===== config.mk =====
export PLATFORM = sky130hd
export DESIGN_NAME = rtc_alarm_match
export DESIGN_NICKNAME = d
export VERILOG_FILES = /design/src/rtl/rtc_alarm_pkg.sv /design/src/rtl/alarm_field_reg.sv /design/src/rtl/alarm_field_cmp.sv /design/src/rtl/alarm_flag_ctl.sv /design/src/rtl/rtc_alarm_match.sv
export SDC_FILE = /design/constraint.sdc
export NUM_CORES = 1
export LEC_CHECK = 0
export BUFFER_PORTS_ARGS = -buffer_cell sky130_fd_sc_hd__buf_2
export CAP_MARGIN = 20
export CORE_MARGIN = 2
export CORE_UTILIZATION = 30
export CTS_BUF_LIST = sky130_fd_sc_hd__clkbuf_16
export CTS_CLUSTER_SIZE = 16
export DETAILED_ROUTE_END_ITERATION = 16
export GPL_TIMING_DRIVEN = 1
export PLACE_DENSITY_LB_ADDON = 0.08
export REMOVE_ABC_BUFFERS = 1
export SETUP_SLACK_MARGIN = 0.5
export SLEW_MARGIN = 20
export SYNTH_ARGS = -nofsm -noshare
export SYNTH_HDL_FRONTEND = slang
export SYNTH_SLANG_ARGS = --single-unit

===== constraint.sdc =====
create_clock -name clk -period 1.6 [get_ports clk]
set_input_delay 0.32 -clock clk [delete_from_list [all_inputs] [get_ports clk]]
set_output_delay 0.32 -clock clk [all_outputs]
set_load 0.005 [all_outputs]

===== src/rtl/rtc_alarm_pkg.sv =====
package rtc_alarm_pkg;
   localparam int unsigned NUM_FIELDS = 3;
   typedef enum logic [1:0] {FLD_SEC = 2'd0, FLD_MIN = 2'd1, FLD_HR = 2'd2} field_e;

   function automatic logic [7:0] field_mask(input int unsigned width);
      return 8'((9'd1 << width) - 9'd1);
   endfunction
endpackage


===== src/rtl/alarm_field_reg.sv =====
module alarm_field_reg #(
   parameter int unsigned W       = 6,
   parameter int unsigned AW      = 8,
   parameter int unsigned DW      = 8,
   parameter logic [AW-1:0] ADDR  = '0,
   parameter logic [W-1:0]  POR_VAL = '0
) (
   input  logic          clk,
   input  logic          por_n,
   input  logic          wr,
   input  logic [AW-1:0] addr,
   input  logic [DW-1:0] wdata,
   output logic          sel,
   output logic [W-1:0]  q
);
   assign sel = (addr == ADDR);

   always_ff @(posedge clk) begin
      if (!por_n)
         q <= POR_VAL;
      else if (wr && sel)
         q <= W'(wdata);
   end
endmodule


===== src/rtl/alarm_field_cmp.sv =====
module alarm_field_cmp #(
   parameter int unsigned W  = 6,
   parameter int unsigned DW = 8
) (
   input  logic [W-1:0]  alarm,
   input  logic [DW-1:0] live,
   input  logic          en,
   output logic          hit
);
   localparam logic [DW-1:0] LIVE_MASK = DW'((2 ** W) - 1);

   assign hit = !en || ((live & LIVE_MASK) == DW'(alarm));
endmodule


===== src/rtl/alarm_flag_ctl.sv =====
module alarm_flag_ctl (
   input  logic clk,
   input  logic por_n,
   input  logic rst_n,
   input  logic set_evt,
   input  logic clr,
   output logic flag
);
   always_ff @(posedge clk) begin
      if (!por_n || !rst_n)
         flag <= 1'b0;
      else if (set_evt)
         flag <= 1'b1;
      else if (clr)
         flag <= 1'b0;
   end
endmodule


===== src/rtl/rtc_alarm_match.sv =====
module rtc_alarm_match #(
   parameter int unsigned ADDR_W    = 8,
   parameter int unsigned DATA_W    = 8,
   parameter int unsigned SEC_W     = 6,
   parameter int unsigned MIN_W     = 6,
   parameter int unsigned HR_W      = 5,
   parameter int unsigned LIVE_HR_W = 8,
   parameter logic [ADDR_W-1:0] ADDR_SEC = 8'hF3,
   parameter logic [ADDR_W-1:0] ADDR_MIN = 8'hF4,
   parameter logic [ADDR_W-1:0] ADDR_HR  = 8'hF5,
   parameter logic [SEC_W-1:0]  POR_SEC  = 6'h2A,
   parameter logic [MIN_W-1:0]  POR_MIN  = 6'h15,
   parameter logic [HR_W-1:0]   POR_HR   = 5'h13
) (
   input  logic                 clk,
   input  logic                 por_n,
   input  logic                 rst_n,
   input  logic                 bus_wr,
   input  logic [ADDR_W-1:0]    bus_addr,
   input  logic [DATA_W-1:0]    bus_wdata,
   output logic [DATA_W-1:0]    bus_rdata,
   input  logic [SEC_W-1:0]     live_sec,
   input  logic [MIN_W-1:0]     live_min,
   input  logic [LIVE_HR_W-1:0] live_hour,
   input  logic                 en_sec,
   input  logic                 en_min,
   input  logic                 en_hr,
   input  logic                 alarm_clr,
   output logic                 alarm_flag
);
   import rtc_alarm_pkg::*;

   localparam int unsigned NF = NUM_FIELDS;

   initial begin
      if (SEC_W > DATA_W || MIN_W > DATA_W || HR_W > DATA_W)
         $error("alarm field wider than data bus");
      if (LIVE_HR_W > DATA_W || LIVE_HR_W < HR_W)
         $error("live hour width out of range");
      if (ADDR_SEC == ADDR_MIN || ADDR_SEC == ADDR_HR || ADDR_MIN == ADDR_HR)
         $error("alarm field addresses overlap");
   end

   logic [DATA_W-1:0]    live_arr [NF];
   logic [DATA_W-1:0]    q_arr    [NF];
   logic [NF-1:0]        sel_vec;
   logic [NF-1:0]        hit_vec;
   logic [NF-1:0]        en_vec;
   logic [NF*DATA_W-1:0] alarm_bits;
   logic                 set_evt;

   assign live_arr[FLD_SEC] = DATA_W'(live_sec);
   assign live_arr[FLD_MIN] = DATA_W'(live_min);
   assign live_arr[FLD_HR]  = DATA_W'(live_hour);
   assign en_vec = {en_hr, en_min, en_sec};

   for (genvar i = 0; i < NF; i++) begin : g_field
      localparam int unsigned FW = (i == 0) ? SEC_W : (i == 1) ? MIN_W : HR_W;
      localparam logic [ADDR_W-1:0] FA =
         (i == 0) ? ADDR_SEC : (i == 1) ? ADDR_MIN : ADDR_HR;
      localparam logic [DATA_W-1:0] PV =
         (i == 0) ? DATA_W'(POR_SEC) : (i == 1) ? DATA_W'(POR_MIN) : DATA_W'(POR_HR);

      logic [FW-1:0] q;

      alarm_field_reg #(
         .W(FW), .AW(ADDR_W), .DW(DATA_W), .ADDR(FA), .POR_VAL(PV[FW-1:0])
      ) u_reg (
         .clk(clk), .por_n(por_n), .wr(bus_wr), .addr(bus_addr),
         .wdata(bus_wdata), .sel(sel_vec[i]), .q(q)
      );

      alarm_field_cmp #(.W(FW), .DW(DATA_W)) u_cmp (
         .alarm(q), .live(live_arr[i]), .en(en_vec[i]), .hit(hit_vec[i])
      );

      assign q_arr[i] = DATA_W'(q);
      assign alarm_bits[i*DATA_W +: DATA_W] = q_arr[i];
   end

   always_comb begin
      bus_rdata = '0;
      for (int k = 0; k < NF; k++)
         if (sel_vec[k]) bus_rdata = q_arr[k];
   end

   assign set_evt = (|en_vec) && (&hit_vec);

   alarm_flag_ctl u_flag (
      .clk(clk), .por_n(por_n), .rst_n(rst_n),
      .set_evt(set_evt), .clr(alarm_clr), .flag(alarm_flag)
   );
endmodule


Yosys cells after proc, flatten, opt, wreduce, memory -nomap -nowiden
Cells that the tools add are included.
Operators by class
  shift-type cells: 0
  equal/unequal tests: 6
  $add $sub $neg: 0
  muxes and demuxes: 5
  div/mod/pow operators: 0
  $lt $le $gt $ge: 0
  bitwise operators: 0
  reduce and logical (&&, ||, !) cells: 16
  multiply operators: 0
Operator list (number)
  == test 8 bit, second input constant: 3
  2-to-1 mux 8 bit: 2
  == test 6 bit: 2
  2-to-1 mux 6 bit: 1
  == test 5 bit: 1
  zero test 1 bit: 5
  logical AND 1 bit: 4
  logical OR 1 bit: 4
  AND reduction 3 bit: 1
  OR reduction 3 bit: 1
  2-to-1 mux 1 bit: 2
  nonzero test 2 bit: 1
Storage, ports and cells
  bits in read-only memories: 0
  bits in writable memories: 0
  register bits after elaboration: 18
  bits in latches: 0
  logic and storage cells: 31
  memories: 0
  output and inout port bits: 9
  input port bits: 44

Logic depth before layout (Yosys ltp)
Gate-level depths: netlist of run 1.
  depth after elaboration: 5
  gate-level depth with buffers: 5
  depth with buffers taken out: 5

Cells and area by module
A second synthesis of run 1 with hierarchy kept.
Second synthesis, totals
  cell total of the unflattened synthesis: 145
  area total of the unflattened synthesis: 1283.7 um^2
Modules (own cells, without submodules)
  alarm_field_reg (g_field[1].u_reg): seq. area each 120.1 um^2, area each 309.0 um^2, cells an instance 31, instances 1
  alarm_field_reg (g_field[0].u_reg): seq. area each 120.1 um^2, area each 292.8 um^2, cells an instance 31, instances 1
  alarm_field_reg (g_field[2].u_reg): seq. area each 100.1 um^2, area each 262.8 um^2, cells an instance 26, instances 1
  rtc_alarm_match: seq. area each 0.0 um^2, area each 183.9 um^2, cells an instance 31, instances 1
  alarm_field_cmp (g_field[0].u_cmp ...): seq. area each 0.0 um^2, area each 71.3 um^2, cells an instance 8, instances 2
  alarm_field_cmp (g_field[2].u_cmp): seq. area each 0.0 um^2, area each 56.3 um^2, cells an instance 7, instances 1
  alarm_flag_ctl: seq. area each 20.0 um^2, area each 36.3 um^2, cells an instance 3, instances 1

Worst setup path after synthesis of run 1
No wires, ideal clock.
  kind: input to output
  from: in bus_addr[5]
  to: out bus_rdata[3]
  required time: 1.280 ns
  path buffers: 0
  slack: 0.030 ns
  arrival time: 1.250 ns
  stages: 5
  cells stage by stage: nand4_1 > or2_1 > nor3b_2 > a222oi_1 > inv_1
Between the ends
  word-level cells in the longest chain between the ends: 4
  elaborated cells between the ends (all ways): 6
  classes of those cells: eq/ne: 3; mux: 3
RTL lines
  start, declared: RTL line rtc_alarm_match.sv:19  | input logic [ADDR_W-1:0] bus_addr,
  == test 8 bit: RTL line alarm_field_reg.sv:16  | assign sel = (addr == ADDR);
  2-to-1 mux 6 bit: RTL line rtc_alarm_match.sv:84  | if (sel_vec[k]) bus_rdata = q_arr[k];
  2-to-1 mux 8 bit: RTL line rtc_alarm_match.sv:84
  2-to-1 mux 8 bit (*): RTL line rtc_alarm_match.sv:84
  end, declared: RTL line rtc_alarm_match.sv:21  | output logic [DATA_W-1:0] bus_rdata,
Mark *: on every way between the ends. The rest lies on a longest branch, timed or not.

Worst setup path after layout of run 1
  from: in bus_addr[4]
  to: out bus_rdata[2]
The elaborated chain is that of the path after synthesis.

==> results.md, run 1 <==
- The final route contains 1,084 vias.
- The y dimension of the die is 62.7 µm.
- The worst setup path is captured at an output port.
- Dividing total power by cell area gives a power density of 672 mW/mm².
- The number of antenna violations at the first check in global routing is 0.
- The met1 layer usage reported by global route is 19.5%.
- Clock tree synthesis inserted a total of 3 buffers.
- The global-route usage over all layers is 17.4%.
- In this run the remaining antenna-violating nets after routing total 0.
- In the final routed layout, each cell accounts on average for 14.4 µm.
- The start-to-end type of the worst setup path is in -> out.
- The sequential cell area in the final layout is 373 µm².
- The routed wire length is 3.21 mm.
- After synthesis, the mean cell area works out to 8.90 µm².
- The max-capacitance violation count is 0.
- The number of fill cells is 351.
- The tree built by TritonCTS fans out to 18 sinks.
- The number of endpoints with negative hold slack in the final report is 0.
- The first global-routing pass estimated 5.17 mm of wire.
- The run finished, with violations left.
- Of the cells placed in the final design, the portion with a size suffix greater than 1 is 50.8%.
- The vias per cell is 4.86.
- Setup repair after global routing could not meet its margin everywhere.
- Leaving out fill and tap cells, the most frequent cell in the layout is buf_2.
- Global routing consumed, on the met2 layer, 31.7% of the routing resources.
- The time the worst path needs with I/O delays and setup is 1.73 ns.
- The worst setup margin is -0.134 ns.
- The number of violations reported at the end of detailed-routing iteration 0 is 42.
- The maximum number of pins on one net before global-route repair is 19.
- The number of global-route vias before repair is 1,081.
- The net count of the finished layout is 222.
- For this design the static power due to leakage is 0.742 nW.
- The area of the multi-input gates is 706 µm².
- From left edge to right edge, the die measures 62.7 µm.
- The total of buffers placed on input and output ports is 45.
- The biggest fanout along the worst timing path is 6.
- The clock-pin slew reported for the worst setup and hold paths after clock tree synthesis is 0.05 ns.
- The synthesis-to-finish area growth is 58.1%.
- In the routed design, unresolved DRC markers number 0.
- The first TritonRoute pass finished after 7 iterations.
- The total I/O pin count is 53.
- The effective utilization at floorplan is 31.2%.
- The number of synthesized register bits is 18.
- In the layout the commonest cells are buf_2, mux2i_1, buf_4.
- The root buffer cell is clkbuf_16.
- In this run the number of H-tree levels came out at 1.
- The die covers 0.00393 mm².
- The final reports fail on setup timing.
- 0 antenna diodes ended up in the layout.
- The synthesized netlist contains 26 unique library cells.
- The Yosys step of the flow raised 0 warnings.
- The data required time of the worst path is 1.28 ns.
- The final max-slew violation count is 0.
- The synthesized netlist occupies a cell area of 0.00103 mm².
- Timing analysis after detailed placement gives a worst setup slack of -0.183 ns.
- The total half-perimeter wirelength after legalization and detailed placement is 2.30 mm.
- The global-route congestion overflow total is 0.
- Dividing the final minimum period by the clock period gives 108%.
- The class of the tightest hold or removal check is in -> reg.
- Data on the critical path arrives at its endpoint at 1.41 ns.
- The routability-driven placement congestion ratio is 0.731.
- In this run the most critical hold path is launched from rst_n.
- The launching element type of the critical path is an input port.
- The CTS tree is done.
- After synthesis, flip-flops and latches occupy 34.9% of the total area.
- The final count of negative-setup-slack endpoints is 6.
- The maximum clock path buffer count is 2.
- The highest-utilization routing layer at the global route stage is met2.
- For met3 alone, demand over resource in global routing was 2.70%.
- Across the VDD grid, the largest voltage drop is 314 µV.
- The number of cells produced by synthesis is 116.
- Tracing the worst setup path back leads to its startpoint at bus_addr[4].
- On the final layout, the worst clock skew is 0.00120 ns.
- The clock latency reported for the late side of the worst-skew pair is 0.25 ns.
- The fmax is 577 MHz.
- The tightest hold path in the finished design has a slack of 0.282 ns.
- In this run the standard cell core region covers 0.00331 mm².
- Row generation in the floorplan step produced 21 rows.
- The launch instance of the worst register-to-register path is g_field[2].u_reg.q[4].
## metal layers
| metal | vias up | routed length [µm] |
|---|---|---|
| met5 | - | 0 |
| met4 | 0 | 78 |
| met3 | 6 | 162 |
| met2 | 38 | 1670 |
| met1 | 511 | 1300 |
| li1 | 529 | - |
## timing repair
action / in CTS / in global routing
hold buffers: 0 / 0
hold endpoints to repair: 0 / 0
gates cloned: 1 / 0
pin swaps: 16 / 9
resized for setup: 32 / 8
buffers inserted: 2 / 2
setup endpoints to repair: 22 / 24
## registers in the layout (all words and copies together) (netlist names)
| signal | cells |
|---|---|
| u_flag.flag | 1 |
| g_field.u_reg.q | 17 |
## report_power, final
group / internal (mW) / total (mW) / switching, mW
clock: 0.333 / 0.508 / 0.175
combinational: 0.0786 / 0.140 / 0.0619
sequential: 0.448 / 0.449 / 0.000857
## through the flow
stage / instances / power [mW] / cell area, µm² / utilization [%] / setup TNS [ns]
2_1_floorplan: 112 / 0.499 / 1010 / - / -1.55
3_3_place_gp: 214 / 0.580 / 1390 / 41.9 / -1.24
3_5_place_dp: 214 / 0.583 / 1390 / 41.9 / -1.66
4_1_cts: 221 / 1.11 / 1590 / 48.0 / -0.722
5_1_grt: 223 / 1.14 / 1630 / 49.3 / -1.10
6_report: 223 / 1.10 / 1630 / 49.3 / -0.653
## critical path, cell delays in order
cell,delay (ns)
buf_6,0.09
nand4_1,0.10
buf_4,0.13
nor4b_2,0.05
buf_4,0.16
a222oi_1,0.38
inv_1,0.06
buf_2,0.13
## cell type report
class | count | area share [%]
multi-input combinational | 89 | 43.3
timing repair buffer | 61 | 24.4
sequential | 18 | 22.9
clock buffer | 3 | 4.60
tap | 46 | 3.53
inverter | 5 | 1.15
clock inverter | 1 | 0.230
## synth_stat cells
master    count  area [µm²]
a222oi_1      5        50.1
nor3_4        1        16.3
a21boi_0      3        22.5
nor2_1        2        7.51
mux2i_1      11         110
inv_1         5        18.8
nor2b_1       6        37.5
nor4b_2       1        15.0
dfxtp_1      18         360
nand2b_1      2        12.5
nand2_1      15        56.3
nor3b_2       1        12.5
a22o_1        1        8.76
o31ai_1       2        15.0
nand3_1      12        60.1
xnor2_1      13         114
buf_2         1        5.00
conb_1        1        3.75
a21oi_1       1        5.00
o22ai_1       1        6.26
and3_1        1        6.26
nand4_1       4        25.0
xor2_1        4        35.0
clkbuf_1      2        7.51
or2_1         1        6.26
buf_4         2        15.0
## path summary, 6_finish.rpt
| check | slack [ns] | depth (start not counted) | endpoint |
|---|---|---|---|
| worst min-delay path | 0.28 | 3 | u_flag.flag |
| worst min register to register | 0.46 | 2 | u_flag.flag |
| worst max-delay path | -0.13 | 8 | bus_rdata[2] |
| worst max register to register | 0.49 | 5 | u_flag.flag |
## cell families after synthesis
logic type	share of synthesized area [%]
AO/OA/AOI/OAI	10.4
flip-flops	34.9
other	0.363
XOR/XNOR	14.4
buffers and inverters	4.48
multiplexers	10.7
AND/OR/NAND/NOR	24.7
Note: power is estimated with default switching activity, not from simulation.
==> inputs of run 2 (changes only) <==
CORE_ASPECT_RATIO = 1.5   (was default)
SETUP_SLACK_MARGIN = 0.1   (was 0.5)
==> results.md, run 2 (synthesized netlist as in run 1, its figures left out) <==
- The flow ran to the end, but the final reports show violations.
- The checks that failed: setup timing.
- The number of levels the H-tree was split into is 1.
- Wires add up to 3.26 mm.
- Entering global routing, the biggest net connects 19 pins.
- The initialized floorplan defines 26 standard-cell rows.
- The total half-perimeter wirelength after legalization and detailed placement is 2.30 mm.
- The total power per unit cell area is 653 mW/mm².
- The number of global-route vias before repair is 1,147.
- Of the available clock period, the critical path in the final layout requires 109%.
- The worst hold path belongs to the class in -> reg.
- The maximum clock path buffer count is 2.
- The area of the die is 0.00394 mm².
- The worst setup path is captured at an output port.
- Excluding fillers, the count of instances in the completed layout stands at 221.
- The data required time of the worst path is 1.28 ns.
- The count of hold buffers inserted by post-cts repair is 0.
- TritonCTS built the clock tree.
- The maximum ir drop on the vdd rail is 461 µV.
- The cell with the largest stage delay on the worst path is or2_4.
- The repair_antennas step left the layout with diodes totalling 0.
- In this run the worst path has a maximum fanout of 3.
- The initial utilization of the core area, before any placement, comes to 30.8%.
- 53 I/O pins were placed.
- The root buffer cell is clkbuf_16.
- The worst setup path is of the in -> out kind.
- The total of buffers placed on input and output ports is 45.
- STA classifies the critical path startpoint as an input port.
- The largest single stage delay on the critical path is 0.28 ns.
- The number of endpoints with negative hold slack in the final report came to 0.
- The global-route wire length before repair is 5.13 mm.
- For this run, design rule violations remaining after detail routing come to 0.
- The cell that appears most often on the critical path is buf_6.
- The number of placed instances, taps included is 209.
- Clock-pin slew was measured on the worst setup and hold paths at 0.05 ns.
- The final route contains 1,099 vias.
- Between clock sinks in the finished design, the worst skew comes to 0.00196 ns.
- In the final design database the tool counted 224 nets.
- The routed design could run at a clock period as short as 1.74 ns.
- The most common library cell in the layout ignoring fill and taps is buf_2.
- The remaining antenna violation count after routing is 0.
- The number of flip-flops under the largest register name is 17.
- The worst setup margin is -0.144 ns.
- CTS saw 18 sinks.
- The die width is 51.9 µm.
- Summed over all cells, the static leakage comes to 0.761 nW.
- The routability-driven placement congestion ratio is 0.746.
- Summed over all layers, the global routing overflow is 0.
- The fmax is 574 MHz.
- The mean routed wirelength per cell is 14.8 µm.
- In the layout the commonest cells are buf_2, dfxtp_1, xnor2_1, buf_6, mux2i_1.
- The synthesis-to-finish area growth is 61.3%.
- The first routing iteration left 24 violations.
- The share of final-layout standard cells stronger than drive strength 1 is 46.9%.
- The number of search-and-repair iterations in the first detailed-routing pass is 5.
- The number of CTS-inserted buffers is 3.
- The number of antenna violations at the first check in global routing is 0.
- The clock latency reported for the late side of the worst-skew pair is 0.25 ns.
- Ranked by flip-flop count, first place goes to g_field.u_reg.q.
- Setup repair after global routing could not meet its margin everywhere.
- For this run, the total global-route usage over all layers was measured as 17.7%.
- The summed area of non-filler cells in the final layout is 0.00167 mm².
- The max-capacitance violation count is 0.
- The final max-slew violation count came to 0.
- The critical path goes through buf_6 -> nand4_1 -> or2_4 -> nor3b_4 -> buf_6 -> a222oi_1 -> inv_1 -> buf_2.
- The arrival time of data at the critical path endpoint is 1.42 ns.
- The area of the core is 0.00335 mm².
- Dividing the detail-routed via count by the number of cells gives 4.97.
- The die is 75.8 µm tall.
- Setup violations remaining at the end of the flow were counted as 6.
- The placed cell area is 0.00136 mm².
- The largest registers in the layout are g_field.u_reg.q (17), u_flag.flag (1).
[run 2: cell types whose count changed in the layout (fill, tap and decap cells not counted), sizes merged]
cell / change
buf: +2
[run 2: cell type report]
cell class | instances | area (µm²)
Clock buffer | 3 | 75.1
Timing Repair Buffer | 63 | 419
Tap cell | 42 | 52.6
Fill cell | 338 | 1690
Clock inverter | 1 | 3.75
Inverter | 5 | 18.8
Multi-Input combinational cell | 89 | 736
Sequential cell | 18 | 360
[run 2: what timing repair did]
item,4_1_cts,5_1_grt
setup buffers,6,3
pin swaps,9,14
gates resized for setup,12,30
cloned,1,0
setup endpoints to repair,6,18
[run 2: worst max-delay path, delay by kind of cell]
kind                   cells  cell delay [ns]
AND/OR/NAND/NOR            3             0.64
AO/OA/AOI/OAI              1             0.09
buffers and inverters      4             0.37
[run 2: per-stage QoR]
stage	util [%]	setup slack, ns	hold slack, ns	setup TNS (ns)	power (mW)
after detailed placement	40.6	-0.173	0.458	-1.39	0.579
final	49.7	-0.144	0.289	-0.791	1.09
after global routing	49.7	-0.285	0.319	-1.58	1.13
after global placement	40.6	-0.159	0.452	-1.08	0.578
after CTS	46.0	-0.138	0.290	-0.731	1.09
after floorplan	-	-0.198	0.382	-1.55	0.499
[run 2: layer usage]
metal  track usage, %  vias to the layer above  wire length [µm]
met5                0                        -                 0
met4             7.02                        0                42
met3             3.53                        6               252
met2             33.1                       51              1710
met1             19.2                      506              1260
li1                 -                      536                 -
[run 2: final timing paths]
| kind | from | to | slack (ns) | depth (start not counted) |
|---|---|---|---|---|
| worst max-delay path | bus_addr[5] | bus_rdata[4] | -0.14 | 8 |
| worst min-delay path | rst_n | u_flag.flag | 0.29 | 3 |
| worst max register to register | g_field[2].u_reg.q[3] | u_flag.flag | 0.38 | 5 |
| worst min register to register | u_flag.flag | u_flag.flag | 0.46 | 2 |
[run 2: power breakdown]
part / total (mW) / internal, mW / switching, mW
clock network: 0.501 / 0.332 / 0.169
logic: 0.136 / 0.0753 / 0.0611
registers: 0.451 / 0.450 / 0.000910
total: 1.09 / 0.857 / 0.231
==> inputs of run 3 (changes only) <==
CORE_MARGIN = 5   (was 2)
==> results.md, run 3 (synthesized netlist as in run 1, its figures left out) <==
- The most common library cell in the layout ignoring fill and taps is buf_2.
- The number of fill cells is 343.
- The tree built by TritonCTS fans out to 18 sinks.
- The summed area of non-filler cells in the final layout is 0.00157 mm².
- The maximum clock path buffer count is 2.
- The post-detailed-route DRC marker count is 0.
- The final max-slew violation count is 0.
- The multi-input combinational cells in the finished layout cover a total of 671 µm².
- Counting stages on the worst path, the most repeated cell is buf_4.
- The number of cell rows is 26.
- After detailed routing, the average wire length per cell comes to 14.2 µm.
- STA puts the critical path data arrival time at 1.41 ns.
- The detailed router finished its first iteration with 41 violations.
- The sequential cell area in the final layout is 360 µm².
- The first detailed-routing pass ran for 6 iterations.
- STA puts the critical path data required time at 1.28 ns.
- Across the run, the number of max-cap violations was 0.
- The run finished, with violations left.
- The die width is 57.9 µm.
- Counting flops per register, the top entry is g_field.u_reg.q.
- The total power per unit cell area is 690 mW/mm².
- Dividing the final minimum period by the clock period gives 108%.
- Setup repair after global routing could not meet its margin everywhere.
- The post-route total power is 1.08 mW.
- Relative to the synthesized area, the layout overhead comes to 52.2%.
- Clock tree synthesis inserted a total of 3 buffers.
- The area of the die is 0.00474 mm².
- The count of nets left with antenna violations once routing finished came out at 0.
- The CTS tree is done.
- Setup violations remaining at the end of the flow were counted as 6.
- Routability-driven placement finished with a final weighted congestion of 0.775.
- The number of endpoints with negative hold slack in the final report is 0.
- Entering global routing, the biggest net connects 19 pins.
- The number of antenna violations at the first check in global routing is 0.
- Traced cell by cell, the critical path runs through buf_6 -> nand4_1 -> buf_4 -> nor4b_4 -> buf_4 -> a222oi_1 -> inv_1 -> buf_2.
- Of the total power, registers draw 41.5%.
- After clock tree synthesis, the clock-pin slew on the worst setup and hold paths is 0.05 ns.
- Cell internal power was estimated by the tool at 854 µW.
- The root buffer cell is clkbuf_16.
- The fmax is 577 MHz.
- The critical path is of the in -> out type.
- The final reports fail on setup timing.
- For this run, the total global-route usage over all layers was measured as 13.5%.
- The antenna diode count is 0.
- Summing all placed instances gives a cell area of 0.00137 mm².
- The y dimension of the die is 81.8 µm.
- For this design the static power due to leakage is 0.735 nW.
- On the final layout, the worst clock skew is 0.00271 ns.
- The number of levels the H-tree was split into is 1.
- The largest single stage delay on the critical path is 0.28 ns.
- The worst setup margin is -0.133 ns.
- The combinational share of power is 12.1%.
- After detailed routing, the total wire length is 3.12 mm.
- For this design the top-level I/O count stands at 53.
- The worst hold path belongs to the class in -> reg.
- The maximum ir drop on the vdd rail is 383 µV.
- For this run the aggregate overflow at the end of global routing stands at 0.
- The share of final-layout standard cells stronger than drive strength 1 is 41.6%.
- Summed over all nets, the switching power comes to 230 µW.
- The register with the most flip-flops in the layout has 17 of them.
- The launching element type of the critical path is an input port.
- The first global-routing pass estimated 4.93 mm of wire.
- Detailed placement ended at an HPWL of 2.42 mm.
- The top cell types in the final layout, fill and taps aside, are buf_2, dfxtp_1, xnor2_1, buf_4.
- For this design, the slowest cell found on the critical path is nor4b_4.
- The biggest fanout along the worst timing path is 5.
- The largest registers in the layout are g_field.u_reg.q (17), u_flag.flag (1).
- The category of the worst setup path capture point is an output port.
- The number of global-route vias before repair is 1,079.
- The area of the core is 0.00335 mm².
- The net count of the finished layout is 223.
- The net switching fraction of the power is 21.2%.
- In the routed layout, each cell is associated on average with a via count of 4.83.
- For this configuration, the core starts out at a cell density of 30.8%.
- The finished layout holds 220 standard cells, fillers aside.
- The number of vias in the routed layout is 1,062.
- At the later pin of the worst-skew pair, clock insertion delay measures 0.25 ns.
- Buffers placed on the I/O ports in this run total 45.
- Including well taps, the total number of placed cells is 210.
- The time the worst path needs with I/O delays and setup is 1.73 ns.
- The clock network power share is 46.4%.
## run 3: changes by cell type in the layout (fill, tap and decap cells not counted), moves of 2 or more
cell      before  now
buf_4          9   12
nand2_4        5    0
a21boi_2       2    0
nand2_1        8   11
buf_6         13    8
nand3_2        5    1
nand3_1        7   11
nand2_2        1    3
## run 3: worst paths after layout
check / from / endpoint / slack, ns / cells past startpoint
worst min register to register: u_flag.flag / u_flag.flag / 0.46 / 2
worst max register to register: g_field[0].u_reg.q[3] / u_flag.flag / 0.41 / 5
worst min-delay path: rst_n / u_flag.flag / 0.29 / 3
worst max-delay path: bus_addr[6] / bus_rdata[0] / -0.13 / 8
## run 3: power groups by stage
stage / Clock [mW] / Combinational, mW / Sequential (mW)
after floorplan: 0 / 0.0387 / 0.460
after global placement: 0 / 0.119 / 0.460
after detailed placement: 0 / 0.120 / 0.460
after CTS: 0.514 / 0.127 / 0.450
after global routing: 0.531 / 0.143 / 0.450
final: 0.503 / 0.131 / 0.450
## run 3: timing repair
item | in CTS | in global routing
setup buffers | 2 | 3
pin swaps | 9 | 4
setup endpoints to repair | 6 | 18
gates resized for setup | 6 | 15
hold buffers | 0 | 0
cloned | 0 | 1
## run 3: area by class of cell
class | count | share of cell area [%]
flip-flops and latches | 18 | 22.9
repair buffers | 62 | 24.8
multi-input cells | 89 | 42.7
well taps | 42 | 3.34
clock inverters | 1 | 0.239
inverters | 5 | 1.19
clock buffers | 3 | 4.78
## run 3: metrics by stage
stage               setup TNS (ns)  utilization [%]  worst slack, ns  hold slack, ns
finish                      -0.724             46.9           -0.133           0.287
global route                 -1.40             46.9           -0.265           0.306
CTS                         -0.747             44.5           -0.134           0.288
global placement             -1.18             40.9           -0.176           0.452
floorplan                    -1.55                -           -0.198           0.382
detailed placement           -1.51             40.9           -0.188           0.456
## run 3: critical path: cells and delay by family
kind	cells	cell delay, ns
AO/OA/AOI/OAI	1	0.10
AND/OR/NAND/NOR	2	0.40
buffers and inverters	5	0.59
## run 3: per-layer routing
layer / GRT usage, % / part of all wire [%] / vias to the layer above
met5: 0 / 0 / -
met4: 4.18 / 1.2 / 0
met3: 3.14 / 9.3 / 5
met2: 23.0 / 48 / 50
met1: 16.6 / 42 / 479
li1: - / - / 528
